## config.mk

```make
export PLATFORM = sky130hd
export DESIGN_NAME = crt_residue_to_bin
export DESIGN_NICKNAME = d
export VERILOG_FILES = /design/src/rtl/rns_crt_pkg.sv /design/src/rtl/crt_ctrl.sv /design/src/rtl/crt_datapath.sv /design/src/rtl/crt_residue_to_bin.sv
export SDC_FILE = /design/constraint.sdc
export NUM_CORES = 1
export LEC_CHECK = 0
export BUFFER_PORTS_ARGS = -buffer_cell sky130_fd_sc_hd__buf_2
export CORE_MARGIN = 5
export CORE_UTILIZATION = 47
export CTS_CLUSTER_SIZE = 25
export DETAILED_ROUTE_END_ITERATION = 6
export PLACE_DENSITY = 0.66
export SKIP_CTS_REPAIR_TIMING = 1
export SLEW_MARGIN = 0
export SYNTH_ARGS = -nofsm -noshare
export SYNTH_HDL_FRONTEND = slang
export SYNTH_HIERARCHICAL = 1
export SYNTH_SLANG_ARGS = --single-unit
```

## constraint.sdc

```tcl
create_clock -name clk -period 8 [get_ports clk]
set_input_delay 1.6 -clock clk [delete_from_list [all_inputs] [get_ports clk]]
set_output_delay 1.6 -clock clk [all_outputs]
set_load 0.03 [all_outputs]
```

## src/rtl/rns_crt_pkg.sv

```systemverilog
package rns_crt_pkg;
  localparam int NumLanes = 4;
  localparam int RangeM   = 840;
  localparam int ValW     = $clog2(RangeM);
  localparam int DigW     = 3;
  localparam int TblDepth = 1 << DigW;

  typedef struct packed {
    logic capture;
    logic badDigit;
  } crtStrobe_t;

  // lane 0 is modulus 8, then 7, 5, 3
  function automatic int laneModulus(input int lane);
    case (lane)
      0:       return 8;
      1:       return 7;
      2:       return 5;
      default: return 3;
    endcase
  endfunction

  // CRT weight: Mi times the inverse of Mi modulo mi
  function automatic int laneWeight(input int lane);
    int m, mi, k;
    m  = laneModulus(lane);
    mi = RangeM / m;
    for (k = 1; k < m; k++) begin
      if ((mi * k) % m == 1) return mi * k;
    end
    return mi;
  endfunction

  function automatic logic [ValW-1:0] laneTerm(input int lane, input int digit);
    if (digit >= laneModulus(lane)) return '0;
    return ValW'((digit * laneWeight(lane)) % RangeM);
  endfunction

  function automatic logic [ValW-1:0] modAdd(input logic [ValW-1:0] a,
                                             input logic [ValW-1:0] b);
    logic [ValW:0] s;
    s = {1'b0, a} + {1'b0, b};
    if (s >= (ValW+1)'(RangeM)) s = s - (ValW+1)'(RangeM);
    return s[ValW-1:0];
  endfunction
endpackage

```

## src/rtl/crt_ctrl.sv

```systemverilog
module crt_ctrl
  import rns_crt_pkg::*;
(
  input  logic                             clk,
  input  logic                             rst_n,
  input  logic                             inValid,
  input  logic [NumLanes-1:0][DigW-1:0]    digits,
  output crtStrobe_t                       strobe,
  output logic                             validQ,
  output logic                             errQ
);
  logic [NumLanes-1:0] laneBad;

  for (genvar g = 0; g < NumLanes; g++) begin : g_range
    assign laneBad[g] = int'(digits[g]) >= laneModulus(g);
  end

  assign strobe.capture  = inValid;
  assign strobe.badDigit = |laneBad;

  always_ff @(posedge clk) begin
    if (!rst_n) begin
      validQ <= 1'b0;
      errQ   <= 1'b0;
    end else begin
      validQ <= inValid;
      if (inValid) errQ <= strobe.badDigit;
    end
  end
endmodule

```

## src/rtl/crt_datapath.sv

```systemverilog
module crt_datapath
  import rns_crt_pkg::*;
(
  input  logic                             clk,
  input  logic                             rst_n,
  input  crtStrobe_t                       strobe,
  input  logic [NumLanes-1:0][DigW-1:0]    digits,
  output logic [ValW-1:0]                  valueQ
);
  logic [NumLanes-1:0][ValW-1:0] term;
  logic [ValW-1:0] sumLo, sumHi, total;

  for (genvar g = 0; g < NumLanes; g++) begin : g_lane
    logic [TblDepth-1:0][ValW-1:0] tbl;
    for (genvar d = 0; d < TblDepth; d++) begin : g_entry
      assign tbl[d] = laneTerm(g, d);
    end
    assign term[g] = tbl[digits[g]];
  end

  assign sumLo = modAdd(term[0], term[1]);
  assign sumHi = modAdd(term[2], term[3]);
  assign total = modAdd(sumLo, sumHi);

  always_ff @(posedge clk) begin
    if (!rst_n)              valueQ <= '0;
    else if (strobe.capture) valueQ <= strobe.badDigit ? '0 : total;
  end
endmodule

```

## src/rtl/crt_residue_to_bin.sv

```systemverilog
module crt_residue_to_bin
  import rns_crt_pkg::*;
(
  input  logic            clk,
  input  logic            rst_n,
  input  logic            inValid,
  input  logic [2:0]      res8,
  input  logic [2:0]      res7,
  input  logic [2:0]      res5,
  input  logic [1:0]      res3,
  output logic            outValid,
  output logic [9:0]      outValue,
  output logic            outError
);
  logic [NumLanes-1:0][DigW-1:0] digits;
  crtStrobe_t strobe;
  logic [ValW-1:0] valueQ;

  assign digits = {{1'b0, res3}, res5, res7, res8};

  crt_ctrl ctrl_i (
    .clk(clk), .rst_n(rst_n), .inValid(inValid), .digits(digits),
    .strobe(strobe), .validQ(outValid), .errQ(outError)
  );

  crt_datapath dp_i (
    .clk(clk), .rst_n(rst_n), .strobe(strobe), .digits(digits),
    .valueQ(valueQ)
  );

  assign outValue = valueQ;
endmodule

```

==> impl_summary.txt, run 1 <==
----------------------------------------------------
[CTS]
  Root Driver ... sky130_fd_sc_hd__clkbuf_8
  Count of H-tree levels built during CTS ... 1
  Number of clock sinks seen by CTS ... 12
  Clk Latency, worst-skew pair ... between 200 and 250 ps
  Clock transition at the register clock pins on the worst setup and hold paths after CTS ... about 50 ps
  TritonCTS clock tree ... built
  Inserted Clock Buffers ... 3
  Clk buf depth ... 2

[Outcome]
  Outcome ... finished clean

[Cells and area]
  Most common library cell in the layout ignoring fill and taps ... sky130_fd_sc_hd__ha_1
  Final Non-Filler Cells ... around 370
  Storage element area ... roughly 240 um2
  Filler cell count in the final layout ... between 400 and 500
  Signed area change from the synthesized netlist to the final layout ... 9.422%
  Layout cells sized above 1 ... 11.60%
  Footprint of the multi-input gates ... about 1900 um2
  Diode insertion count for antenna repair ... 0
  Count of nets after finishing ... between 300 and 400
  Most frequent cells in the layout ... 36 x sky130_fd_sc_hd__ha_1, 27 x sky130_fd_sc_hd__inv_1, 25 x sky130_fd_sc_hd__o21ai_0, 25 x sky130_fd_sc_hd__nand2_1, 25 x sky130_fd_sc_hd__buf_2

[Synthesis]
  Yosys warnings ... 6
  Mapped cell area ... 2231 um2
  Gate count of the mapped netlist ... about 300
  Dominant synthesized flop cell ... sky130_fd_sc_hd__dfxtp_1
  Share of async-settable or async-resettable flops after synthesis ... 0%
  Avg Cell Area, Syn ... 7.588 um2
  Count of unique library cells instantiated by Yosys ... 54
  EDFF count, synth ... 0
  Fraction of the yosys area taken by sequential cells ... between 10% and 20%
  Synthesized flop and latch total ... 12

[Critical path]
  Critical path endpoint category ... flop
  Worst Path Class, Setup ... in -> reg
  Required time of the critical path ... 8110 ps
  Kind of start point of the critical path ... primary input
  Arrival time of the worst setup path ... 6260 ps
  Critical path fanouts, max ... 7

[Timing]
  Final period util ... 76.88%
  Final count of negative-setup-slack endpoints ... 0
  Unrepaired setup endpoints after global routing ... false
  Worst Max-Slew Pin Slew ... roughly 540 ps
  Tightest hold margin ... approximately 440 ps
  Max-slew headroom at the worst pin ... between 60% and 70%
  Time the worst path needs with I/O delays and setup ... ~6200 ps
  Setup clock skew after layout ... 0 ps
  Final Max Tran Viols ... 0
  Setup tns final ... 0 ps
  Endpoints failing hold ... 0
  Fmax achieved ... around 0.16 GHz

[Global route]
  Global-route wire length before repair ... about 8.4 mm
  Maximum number of pins on one net before global-route repair ... 13
  Initial antenna violation count ... 0
  Remaining global-route overflow ... 0
  Global Route Usage Sum ... between 10% and 20%
  Number of global-route vias before repair ... between 1500 and 2000

[Pwr]
  Design internal power ... approximately 0.29 mW
  Clock Power Share ... under 10%
  Total power per unit cell area ... ~230 nW/um2
  Switch share ... 49.99%
  Net Sw Power ... around 0.29 mW
  Total leakage power ... 1.133 nW
  Sequential share of power ... approximately 12%
  Worst vdd ir ... between 0.09 and 0.1 mV
  Portion of total power attributed to combinational logic ... a little under 80%

[Drt]
  Total via count in the routed design ... 2052
  Number of detailed-routing iterations run before antenna repair ... 4
  Via count normalized by instance count ... approximately 5.5
  Violation count after the first detailed-routing iteration ... about 90
  DRC viols ... 0
  Total routed wirelength ... ~4.6 mm
  Number of nets with antenna violations after routing ... 0
  Mean routed wirelength per cell ... roughly 12 um

[Worst hold path]
  Worst hold path class ... reg -> reg

[Place]
  Weighted congestion at the end of routability-driven global placement ... between 0.8 and 0.9
  DP Wirelength ... between 3 and 4 mm
  Number of cells after detailed placement ... 370
  Buffers added on ports ... 25

[Floorplanning]
  Die footprint ... just over 6000 um2
  Number of rows created at floorplan ... 25
  X dimension of the die ... about 80 um
  Die Height ... slightly below 80 um
  I/O pin count ... 26
  Initial core utilization ... a little under half
  Core Area ... roughly 4700 um2

[Job]
  Total of max-cap violations ... 0

----------------------------------------------------
[sequential cells by signal (all words and copies together), names as in the netlist]
| register | flops |
|---|---|
| dp_i/valueQ | 10 |
| ctrl_i/errQ | 1 |
| ctrl_i/validQ | 1 |
[final cells by class]
class / instances / area share [%]
Tap cell: 54 / 2.768
Sequential cell: 12 / 9.841
Inverter: 27 / 4.152
Clock buffer: 3 / 1.691
Timing Repair Buffer: 25 / 5.126
Multi-Input combinational cell: 252 / 76.42
[final timing paths]
check	depth (start not counted)	slack [ps]	from	end
worst max-delay path	22	1850	res7[1]	dp_i/valueQ[5]$_SDFFE_PN0P_
worst min-delay path	2	440	dp_i/valueQ[9]$_SDFFE_PN0P_	dp_i/valueQ[9]$_SDFFE_PN0P_
worst max register to register	3	7320	dp_i/valueQ[0]$_SDFFE_PN0P_	dp_i/valueQ[0]$_SDFFE_PN0P_
worst min register to register	2	440	dp_i/valueQ[9]$_SDFFE_PN0P_	dp_i/valueQ[9]$_SDFFE_PN0P_
[critical path, stage by stage]
cell and delay (ps):
sky130_fd_sc_hd__buf_2 130, sky130_fd_sc_hd__inv_1 80, sky130_fd_sc_hd__ha_1 180, sky130_fd_sc_hd__nand2_1 60, sky130_fd_sc_hd__o21ai_0 80, sky130_fd_sc_hd__ha_1 230, sky130_fd_sc_hd__fa_1 440, sky130_fd_sc_hd__a21oi_1 230
sky130_fd_sc_hd__o21ai_0 110, sky130_fd_sc_hd__o211ai_1 180, sky130_fd_sc_hd__a21bo_2 270, sky130_fd_sc_hd__a31oi_1 430, sky130_fd_sc_hd__xnor2_1 120, sky130_fd_sc_hd__ha_1 250, sky130_fd_sc_hd__fa_1 430, sky130_fd_sc_hd__a21o_1 200
sky130_fd_sc_hd__a21oi_1 190, sky130_fd_sc_hd__xnor2_1 270, sky130_fd_sc_hd__o2111ai_2 270, sky130_fd_sc_hd__a21boi_0 270, sky130_fd_sc_hd__xor2_1 160, sky130_fd_sc_hd__o21ai_0 80
[cells in the mapped netlist, types with 2 or more instances]
cell / count / area share (%)
sky130_fd_sc_hd__fa_1: 3 / 2.7
sky130_fd_sc_hd__a21boi_0: 3 / 1.0
sky130_fd_sc_hd__nand2_1: 25 / 4.2
sky130_fd_sc_hd__xnor2_1: 20 / 7.9
sky130_fd_sc_hd__a31oi_1: 4 / 1.1
sky130_fd_sc_hd__a21o_1: 6 / 2.0
sky130_fd_sc_hd__o31ai_1: 2 / 0.67
sky130_fd_sc_hd__clkbuf_1: 3 / 0.50
sky130_fd_sc_hd__nand2b_1: 3 / 0.84
sky130_fd_sc_hd__dfxtp_1: 12 / 11
sky130_fd_sc_hd__a211oi_1: 8 / 2.7
sky130_fd_sc_hd__o21ai_0: 25 / 5.6
sky130_fd_sc_hd__mux2_2: 2 / 1.0
sky130_fd_sc_hd__o22ai_1: 3 / 0.84
sky130_fd_sc_hd__a22oi_1: 2 / 0.67
sky130_fd_sc_hd__o2111ai_2: 2 / 1.3
sky130_fd_sc_hd__ha_1: 36 / 20
sky130_fd_sc_hd__nand3b_1: 3 / 1.0
sky130_fd_sc_hd__nor2b_1: 4 / 1.1
sky130_fd_sc_hd__nor2_1: 15 / 2.5
sky130_fd_sc_hd__o21a_1: 2 / 0.67
sky130_fd_sc_hd__nor3b_1: 5 / 1.7
sky130_fd_sc_hd__o21ai_1: 2 / 0.45
sky130_fd_sc_hd__o211ai_1: 4 / 1.3
sky130_fd_sc_hd__nand3_1: 8 / 1.8
sky130_fd_sc_hd__xor2_1: 3 / 1.2
sky130_fd_sc_hd__inv_1: 27 / 4.5
sky130_fd_sc_hd__and2_1: 7 / 2.0
sky130_fd_sc_hd__or3_1: 2 / 0.56
sky130_fd_sc_hd__mux2i_1: 5 / 2.2
sky130_fd_sc_hd__a21oi_1: 24 / 5.4
sky130_fd_sc_hd__a41oi_1: 2 / 0.79
[power groups by stage]
stage	sequential, mW	clock, mW	combinational, mW
5_1_grt	0.0704	0.0554	0.513
6_report	0.0694	0.0517	0.452
2_1_floorplan	0.0842	0	0.355
4_1_cts	0.0696	0.0530	0.454
3_3_place_gp	0.0704	0	0.444
3_5_place_dp	0.0707	0	0.451
[metrics by stage]
| step | setup slack (ps) | total power, mW | util, % | area, um2 |
|---|---|---|---|---|
| 6_report | 1850 | 0.5729 | 52.38 | 2441 |
| 2_1_floorplan | 2199 | 0.4395 | - | 2242 |
| 3_5_place_dp | 1636 | 0.5220 | 51.49 | 2400 |
| 5_1_grt | 1371 | 0.6387 | 52.38 | 2441 |
| 3_3_place_gp | 1712 | 0.5142 | 51.49 | 2400 |
| 4_1_cts | 1865 | 0.5761 | 52.38 | 2441 |
[metal layers]
| metal | wire (um) | vias up | track usage [%] |
|---|---|---|---|
| li1 | - | 1106 | - |
| met1 | 2303 | 903 | 21.21 |
| met2 | 2138 | 41 | 28.35 |
| met3 | 174 | 2 | 1.134 |
| met4 | 18 | 0 | 2.577 |
| met5 | 0 | - | 0 |
[kinds of logic after synthesis]
kind of cell / Yosys count / share of synthesized area [%]
xor+xnor: 23 / 9.030
fa+ha+maj: 39 / 22.88
compound gates: 98 / 29.11
flops: 12 / 10.77
mux: 7 / 3.253
buf+inv: 33 / 6.113
other cells: 1 / 0.1681
simple gates: 81 / 18.68
(Power assumes the default switching activity.)
==> run 2: changes to the inputs <==
--- a/config.mk
+++ b/config.mk
@@ -5,12 +5,13 @@
 export SDC_FILE = /design/constraint.sdc
 export NUM_CORES = 1
 export LEC_CHECK = 0
+export ABC_AREA = 1
 export BUFFER_PORTS_ARGS = -buffer_cell sky130_fd_sc_hd__buf_2
 export CORE_MARGIN = 5
 export CORE_UTILIZATION = 47
 export CTS_CLUSTER_SIZE = 25
 export DETAILED_ROUTE_END_ITERATION = 6
-export PLACE_DENSITY = 0.66
+export PLACE_DENSITY = 0.69
 export SKIP_CTS_REPAIR_TIMING = 1
 export SLEW_MARGIN = 0
 export SYNTH_ARGS = -nofsm -noshare
==> constraint.sdc (replaced) <==
create_clock -name clk -period 5.03 [get_ports clk]
set_input_delay 1.006 -clock clk [delete_from_list [all_inputs] [get_ports clk]]
set_output_delay 1.006 -clock clk [all_outputs]
set_load 0.03 [all_outputs]
==> impl_summary.txt, run 2 <==
----------------------------------------------------
[Drt]
  Violation count after the first detailed-routing iteration ... 52
  DRC viols ... 0
  Total via count in the routed design ... around 2600
  Mean routed wirelength per cell ... roughly 10 um
  Via count normalized by instance count ... approximately 4.8
  Number of nets with antenna violations after routing ... 0
  Total routed wirelength ... between 5 and 6 mm
  Number of detailed-routing iterations run before antenna repair ... 4

[CTS]
  Clock transition at the register clock pins on the worst setup and hold paths after CTS ... 50 ps
  Clk Latency, worst-skew pair ... 240 ps
  Clk buf depth ... 2
  Root Driver ... sky130_fd_sc_hd__clkbuf_8
  TritonCTS clock tree ... built
  Inserted Clock Buffers ... 3
  Number of clock sinks seen by CTS ... 12
  Count of H-tree levels built during CTS ... 1

[Critical path]
  Cell with the biggest individual delay on the critical path ... sky130_fd_sc_hd__fa_1
  Worst Path Class, Setup ... in -> reg
  Kind of start point of the critical path ... primary input
  Capturing point of the worst reg2reg path ... ctrl_i/errQ$_SDFFE_PN0P_
  Required time of the critical path ... between 5000 and 6000 ps
  Cell count of the worst reg-to-reg path ... 3
  Maximum single-stage delay on the critical path ... a little under 500 ps
  Setup slack of the most critical reg-to-reg path ... ~4300 ps
  R2r startpoint ... ctrl_i/errQ$_SDFFE_PN0P_
  Arrival time of the worst setup path ... ~4900 ps
  Critical path fanouts, max ... 7
  Critical path endpoint category ... flop
  Cell repeated most along the worst path ... sky130_fd_sc_hd__nand2_1

[Global route]
  Remaining global-route overflow ... 0
  Global routing met1 resource utilization ... a little over a fifth
  Initial antenna violation count ... 0
  Global-route wire length before repair ... around 9.5 mm
  Global Route Usage Sum ... 17.00%
  Highest-utilization routing layer at the global route stage ... met2
  Fraction of met3 tracks used by global routing ... 0.7675%
  GR Util met2 ... between 30% and 40%
  Number of global-route vias before repair ... between 2000 and 2500
  Maximum number of pins on one net before global-route repair ... 12

[Floorplanning]
  Initial core utilization ... ~48%
  Die footprint ... 6738 um2
  Die Height ... around 82 um
  I/O pin count ... 26
  Number of rows created at floorplan ... 26
  X dimension of the die ... approximately 82 um
  Core Area ... 5075 um2

[Cells and area]
  Register bank with the most flops ... dp_i/valueQ
  Filler cell count in the final layout ... roughly 520
  Count of nets after finishing ... approximately 520
  Most frequent cells in the layout ... 121 x sky130_fd_sc_hd__nand2_1, 59 x sky130_fd_sc_hd__inv_1, 50 x sky130_fd_sc_hd__nand3_1, 33 x sky130_fd_sc_hd__ha_1, 31 x sky130_fd_sc_hd__buf_4
  Flip-flop count of the largest register, all copies and words added ... 10
  Registers with the most flip-flops ... dp_i/valueQ (10), ctrl_i/errQ (1), ctrl_i/validQ (1)
  Signed area change from the synthesized netlist to the final layout ... 24.33%
  Layout cells sized above 1 ... between 20% and 30%
  Share of the core filled with cells in the final layout ... about 60%
  Diode insertion count for antenna repair ... 0
  Most common library cell in the layout ignoring fill and taps ... sky130_fd_sc_hd__nand2_1

[Synthesis]
  Top post-synthesis cells by area ... sky130_fd_sc_hd__nand2_1 19%, sky130_fd_sc_hd__ha_1 18%, sky130_fd_sc_hd__nand3_1 11%
  Yosys warnings ... 6
  Synth top area share ... 18.90%
  Share of async-settable or async-resettable flops after synthesis ... 0%
  Dominant synthesized flop cell ... sky130_fd_sc_hd__dfxtp_1
  Avg Cell Area, Syn ... 6.075 um2
  Mapped cell area ... 2442 um2
  Synthesized flop and latch total ... 12
  EDFF count, synth ... 0
  Most common cell in the netlist ... sky130_fd_sc_hd__nand2_1
  Gate count of the mapped netlist ... 402
  Commonest cells in the netlist ... 123 x sky130_fd_sc_hd__nand2_1, 61 x sky130_fd_sc_hd__inv_1, 52 x sky130_fd_sc_hd__nand3_1
  Cell taking the most area after synthesis ... sky130_fd_sc_hd__nand2_1
  Count of unique library cells instantiated by Yosys ... 35
  Fraction of the yosys area taken by sequential cells ... between 9 and 10%

[Job]
  Total of max-cap violations ... 0

[Worst hold path]
  Sink of the worst hold path ... dp_i/valueQ[6]$_SDFFE_PN0P_
  Depth of the worst hold-timing path ... 2
  Worst hold path class ... reg -> reg
  Beginning of the worst hold path ... dp_i/valueQ[6]$_SDFFE_PN0P_

[Timing]
  Fmax achieved ... 0.2103 GHz
  Final period util ... a little over nine tenths
  Slack of the critical path ... about 280 ps
  Final Max Tran Viols ... 0
  Time the worst path needs with I/O delays and setup ... about 4800 ps
  Final count of negative-setup-slack endpoints ... 0
  Endpoints failing hold ... 0
  Setup clock skew after layout ... 0 ps

[Pwr]
  Worst vdd ir ... 0.2012 mV
  Total power per unit cell area ... roughly 430 nW/um2
  Total leakage power ... approximately 1.7 nW

[Place]
  Worst slack at placement ... -89.89 ps
  DP Wirelength ... roughly 4.6 mm
  Buffers added on ports ... 25
  Weighted congestion at the end of routability-driven global placement ... 0.8945

[Outcome]
  Outcome ... finished clean

----------------------------------------------------
run 2: cell types whose count changed after synthesis, moves of 11 or more:
cell,delta
sky130_fd_sc_hd__nand2_1,+98
sky130_fd_sc_hd__xnor2_1,-17
sky130_fd_sc_hd__inv_1,+34
sky130_fd_sc_hd__nand3_1,+44
sky130_fd_sc_hd__o21ai_0,-17
sky130_fd_sc_hd__xor2_1,+11
run 2: cell type report:
type,count,area [um2],area share [%]
Multi-Input combinational cell,325,2048,67.45
Tap cell,70,87.58,2.884
Clock buffer,4,55.05,1.813
Inverter,66,247.7,8.158
Timing Repair Buffer,56,357.8,11.78
Sequential cell,12,240.2,7.911
run 2: power breakdown:
group | internal [mW] | switching, mW | leakage [nW] | total [mW]
combinational | 0.471 | 0.632 | 1.60 | 1.10
clock | 0.0690 | 0.0332 | 0.0288 | 0.102
sequential | 0.105 | 0.00464 | 0.0977 | 0.110
run 2: metrics by stage:
step / hold WS, ps / area, um2 / cells / power (mW) / setup TNS, ps
floorplan: 594.9 / 2454 / 405 / 0.8167 / 0
global placement: 451.4 / 2858 / 525 / 1.090 / -30.38
detailed placement: 453.2 / 2858 / 525 / 1.100 / -432.3
CTS: 461.2 / 2913 / 529 / 1.206 / 0
global route: 493.0 / 3037 / 533 / 1.463 / -67.72
finish: 459.9 / 3037 / 533 / 1.315 / 0
run 2: worst max-delay path by stage:
stage	from	to	slack, ps
after floorplan	res7[1]	dp_i/valueQ[3]$_SDFFE_PN0P_	200
after global placement	res7[0]	dp_i/valueQ[3]$_SDFFE_PN0P_	-10
after detailed placement	res7[0]	dp_i/valueQ[5]$_SDFFE_PN0P_	-90
after CTS	res7[0]	dp_i/valueQ[5]$_SDFFE_PN0P_	150
after global routing	res7[0]	dp_i/valueQ[4]$_SDFFE_PN0P_	-30
final	res7[0]	dp_i/valueQ[5]$_SDFFE_PN0P_	280
run 2: cells by family after synthesis:
group	Yosys count	share of synthesized area, %
AO/OA/AOI/OAI	36	8.146
flip-flops	12	9.836
adder cells (fa/ha/maj)	39	20.90
XOR/XNOR	19	7.429
AND/OR/NAND/NOR	227	42.93
other	1	0.1535
buffers and inverters	68	10.60
run 2: metal layers:
metal	vias to the layer above	share of wire, %
li1	1398	-
met1	1114	49
met3	2	2.6
met2	40	49
met4	0	0.13
met5	-	0
run 2: worst max-delay path: cells and delay by family:
kind | cells | cell delay [ps]
buf+inv | 4 | 330
fa+ha+maj | 7 | 1910
compound gates | 2 | 140
simple gates | 15 | 1480
==> run 3: changes to the inputs <==
==> constraint.sdc (replaced) <==
create_clock -name clk -period 3.9 [get_ports clk]
set_input_delay 0.39 -clock clk [delete_from_list [all_inputs] [get_ports clk]]
set_output_delay 0.39 -clock clk [all_outputs]
set_load 0.03 [all_outputs]
==> impl_summary.txt, run 3 (same netlist as run 2, synthesis figures left out) <==
----------------------------------------------------
[Outcome]
  Outcome ... finished clean

[Drt]
  Violation count after the first detailed-routing iteration ... 143
  Number of detailed-routing iterations run before antenna repair ... 4
  Total routed wirelength ... 6.775 mm
  Mean routed wirelength per cell ... 11.60 um
  DRC viols ... 0
  Via count normalized by instance count ... around 5
  Number of nets with antenna violations after routing ... 0
  Total via count in the routed design ... slightly below 3000

[CTS]
  Count of H-tree levels built during CTS ... 1
  Number of clock sinks seen by CTS ... 12
  TritonCTS clock tree ... built
  Clock transition at the register clock pins on the worst setup and hold paths after CTS ... approximately 50 ps
  Root Driver ... sky130_fd_sc_hd__clkbuf_8
  Inserted Clock Buffers ... 3
  Clk Latency, worst-skew pair ... 240 ps
  Clk buf depth ... 2

[Cells and area]
  Signed area change from the synthesized netlist to the final layout ... 58.61%
  Most frequent cells in the layout ... 95 x sky130_fd_sc_hd__nand2_1, 81 x sky130_fd_sc_hd__buf_4, 54 x sky130_fd_sc_hd__inv_1, 38 x sky130_fd_sc_hd__nand3_1, 33 x sky130_fd_sc_hd__nand2_2
  Diode insertion count for antenna repair ... 0
  Flip-flop count of the largest register, all copies and words added ... 10
  Most common library cell in the layout ignoring fill and taps ... sky130_fd_sc_hd__nand2_1
  Layout cells sized above 1 ... roughly 45%
  Count of nets after finishing ... ~570
  Register bank with the most flops ... dp_i/valueQ
  Registers with the most flip-flops ... dp_i/valueQ (10), ctrl_i/errQ (1), ctrl_i/validQ (1)
  Filler cell count in the final layout ... approximately 390

[Floorplanning]
  X dimension of the die ... slightly above 80 um
  Die Height ... approximately 82 um
  I/O pin count ... 26
  Number of rows created at floorplan ... 26
  Initial core utilization ... between 40 and 50%
  Die footprint ... just under 7000 um2
  Core Area ... 5075 um2

[Timing]
  Final count of negative-setup-slack endpoints ... 0
  Final period util ... 99.80%
  Unrepaired setup endpoints after global routing ... true
  Final Max Tran Viols ... 0
  Fmax achieved ... 0.2569 GHz
  Setup clock skew after layout ... 0 ps
  Endpoints failing hold ... 0
  Slack of the critical path ... ~8 ps
  Setup tns final ... 0 ps
  Tightest hold margin ... roughly 370 ps
  Time the worst path needs with I/O delays and setup ... between 3000 and 4000 ps

[Critical path]
  Required time of the critical path ... 4020 ps
  Kind of start point of the critical path ... primary input
  Capturing point of the worst reg2reg path ... ctrl_i/errQ$_SDFFE_PN0P_
  Cell count of the worst reg-to-reg path ... 3
  Critical path fanouts, max ... 7
  Maximum single-stage delay on the critical path ... roughly 550 ps
  Cell with the biggest individual delay on the critical path ... sky130_fd_sc_hd__fa_2
  Gate family responsible for the most delay along the worst path ... simple AND/OR/NAND/NOR gates
  Cell repeated most along the worst path ... sky130_fd_sc_hd__nand2_2
  Arrival time of the worst setup path ... 4010 ps
  Setup slack of the most critical reg-to-reg path ... roughly 3200 ps
  Critical path endpoint category ... flop
  Worst Path Class, Setup ... in -> reg
  R2r startpoint ... ctrl_i/errQ$_SDFFE_PN0P_
  Buffer and inverter count on the worst path ... 5

[Global route]
  Remaining global-route overflow ... 0
  Maximum number of pins on one net before global-route repair ... 12
  Global-route wire length before repair ... approximately 10 mm
  Initial antenna violation count ... 0
  Number of global-route vias before repair ... ~2500
  Global Route Usage Sum ... between 10% and 20%

[Pwr]
  Total leakage power ... 2.027 nW
  Total power per unit cell area ... approximately 550 nW/um2
  Worst vdd ir ... 0.3610 mV

[Place]
  Buffers added on ports ... 25
  Weighted congestion at the end of routability-driven global placement ... slightly above 0.8
  Worst slack at placement ... -456.1 ps
  DP Wirelength ... between 5 and 6 mm

[Worst hold path]
  Depth of the worst hold-timing path ... 3
  Worst hold path class ... in -> reg
  Sink of the worst hold path ... ctrl_i/validQ$_SDFF_PN0_
  Beginning of the worst hold path ... rst_n

[Job]
  Total of max-cap violations ... 0

----------------------------------------------------
## run 3: cell count changes in the layout (fill, tap and decap cells not counted), moves of 4 or more
cell                      change
sky130_fd_sc_hd__inv_1        -5
sky130_fd_sc_hd__ha_1        -13
sky130_fd_sc_hd__buf_4       +50
sky130_fd_sc_hd__nand3_4      +4
sky130_fd_sc_hd__ha_4        +11
sky130_fd_sc_hd__nand2_1     -26
sky130_fd_sc_hd__nand2_2     +24
sky130_fd_sc_hd__nand3_1     -12
sky130_fd_sc_hd__a21oi_1      -4
sky130_fd_sc_hd__nand3_2      +8
sky130_fd_sc_hd__o21ai_0      -4
## run 3: cell type report
cell class / instances / area, um2 / area share, %
sequential: 12 / 240.2 / 6.202
timing repair buffer: 107 / 764.5 / 19.74
multi-input combinational: 325 / 2464 / 63.60
clock buffer: 4 / 55.05 / 1.421
tap: 70 / 87.58 / 2.261
inverter: 66 / 262.8 / 6.783
## run 3: worst min-delay path: cells and delay by family
kind	cells	cell delay (ps)
simple gates	1	50
buf+inv	2	140
## run 3: how the worst max path moves through the flow
| stage | end | cells after the start | start | slack, ps |
|---|---|---|---|---|
| floorplan | dp_i/valueQ[7]$_SDFFE_PN0P_ | 26 | res7[1] | 4 |
| global placement | dp_i/valueQ[7]$_SDFFE_PN0P_ | 27 | res7[1] | -310 |
| detailed placement | dp_i/valueQ[3]$_SDFFE_PN0P_ | 27 | res7[1] | -460 |
| CTS | dp_i/valueQ[4]$_SDFFE_PN0P_ | 27 | res7[1] | -200 |
| global route | dp_i/valueQ[5]$_SDFFE_PN0P_ | 28 | res7[0] | -210 |
| finish | dp_i/valueQ[5]$_SDFFE_PN0P_ | 29 | res7[0] | 8 |
## run 3: through the flow
stage                     instance area (um2)  instances  total power, mW  utilization, %
after CTS                                3431        572            1.769           67.60
final                                    3874        584            2.139           76.33
after detailed placement                 3376        568            1.629           66.52
after floorplan                          2649        405            1.201               -
after global placement                   3376        568            1.610           66.52
after global routing                     3874        584            2.336           76.33
## run 3: power by group
group	switching (mW)	internal, mW
clock network	0.0427	0.0889
registers	0.00521	0.136
logic	1.03	0.840
total	1.07	1.06
## run 3: layer usage
metal | up-vias | GRT usage, % | wire length, um
met2 | 58 | 33.36 | 3515
met3 | 16 | 0.6579 | 212
li1 | 1516 | - | -
met5 | - | 0 | 0
met4 | 0 | 4.153 | 96
met1 | 1291 | 22.65 | 2952
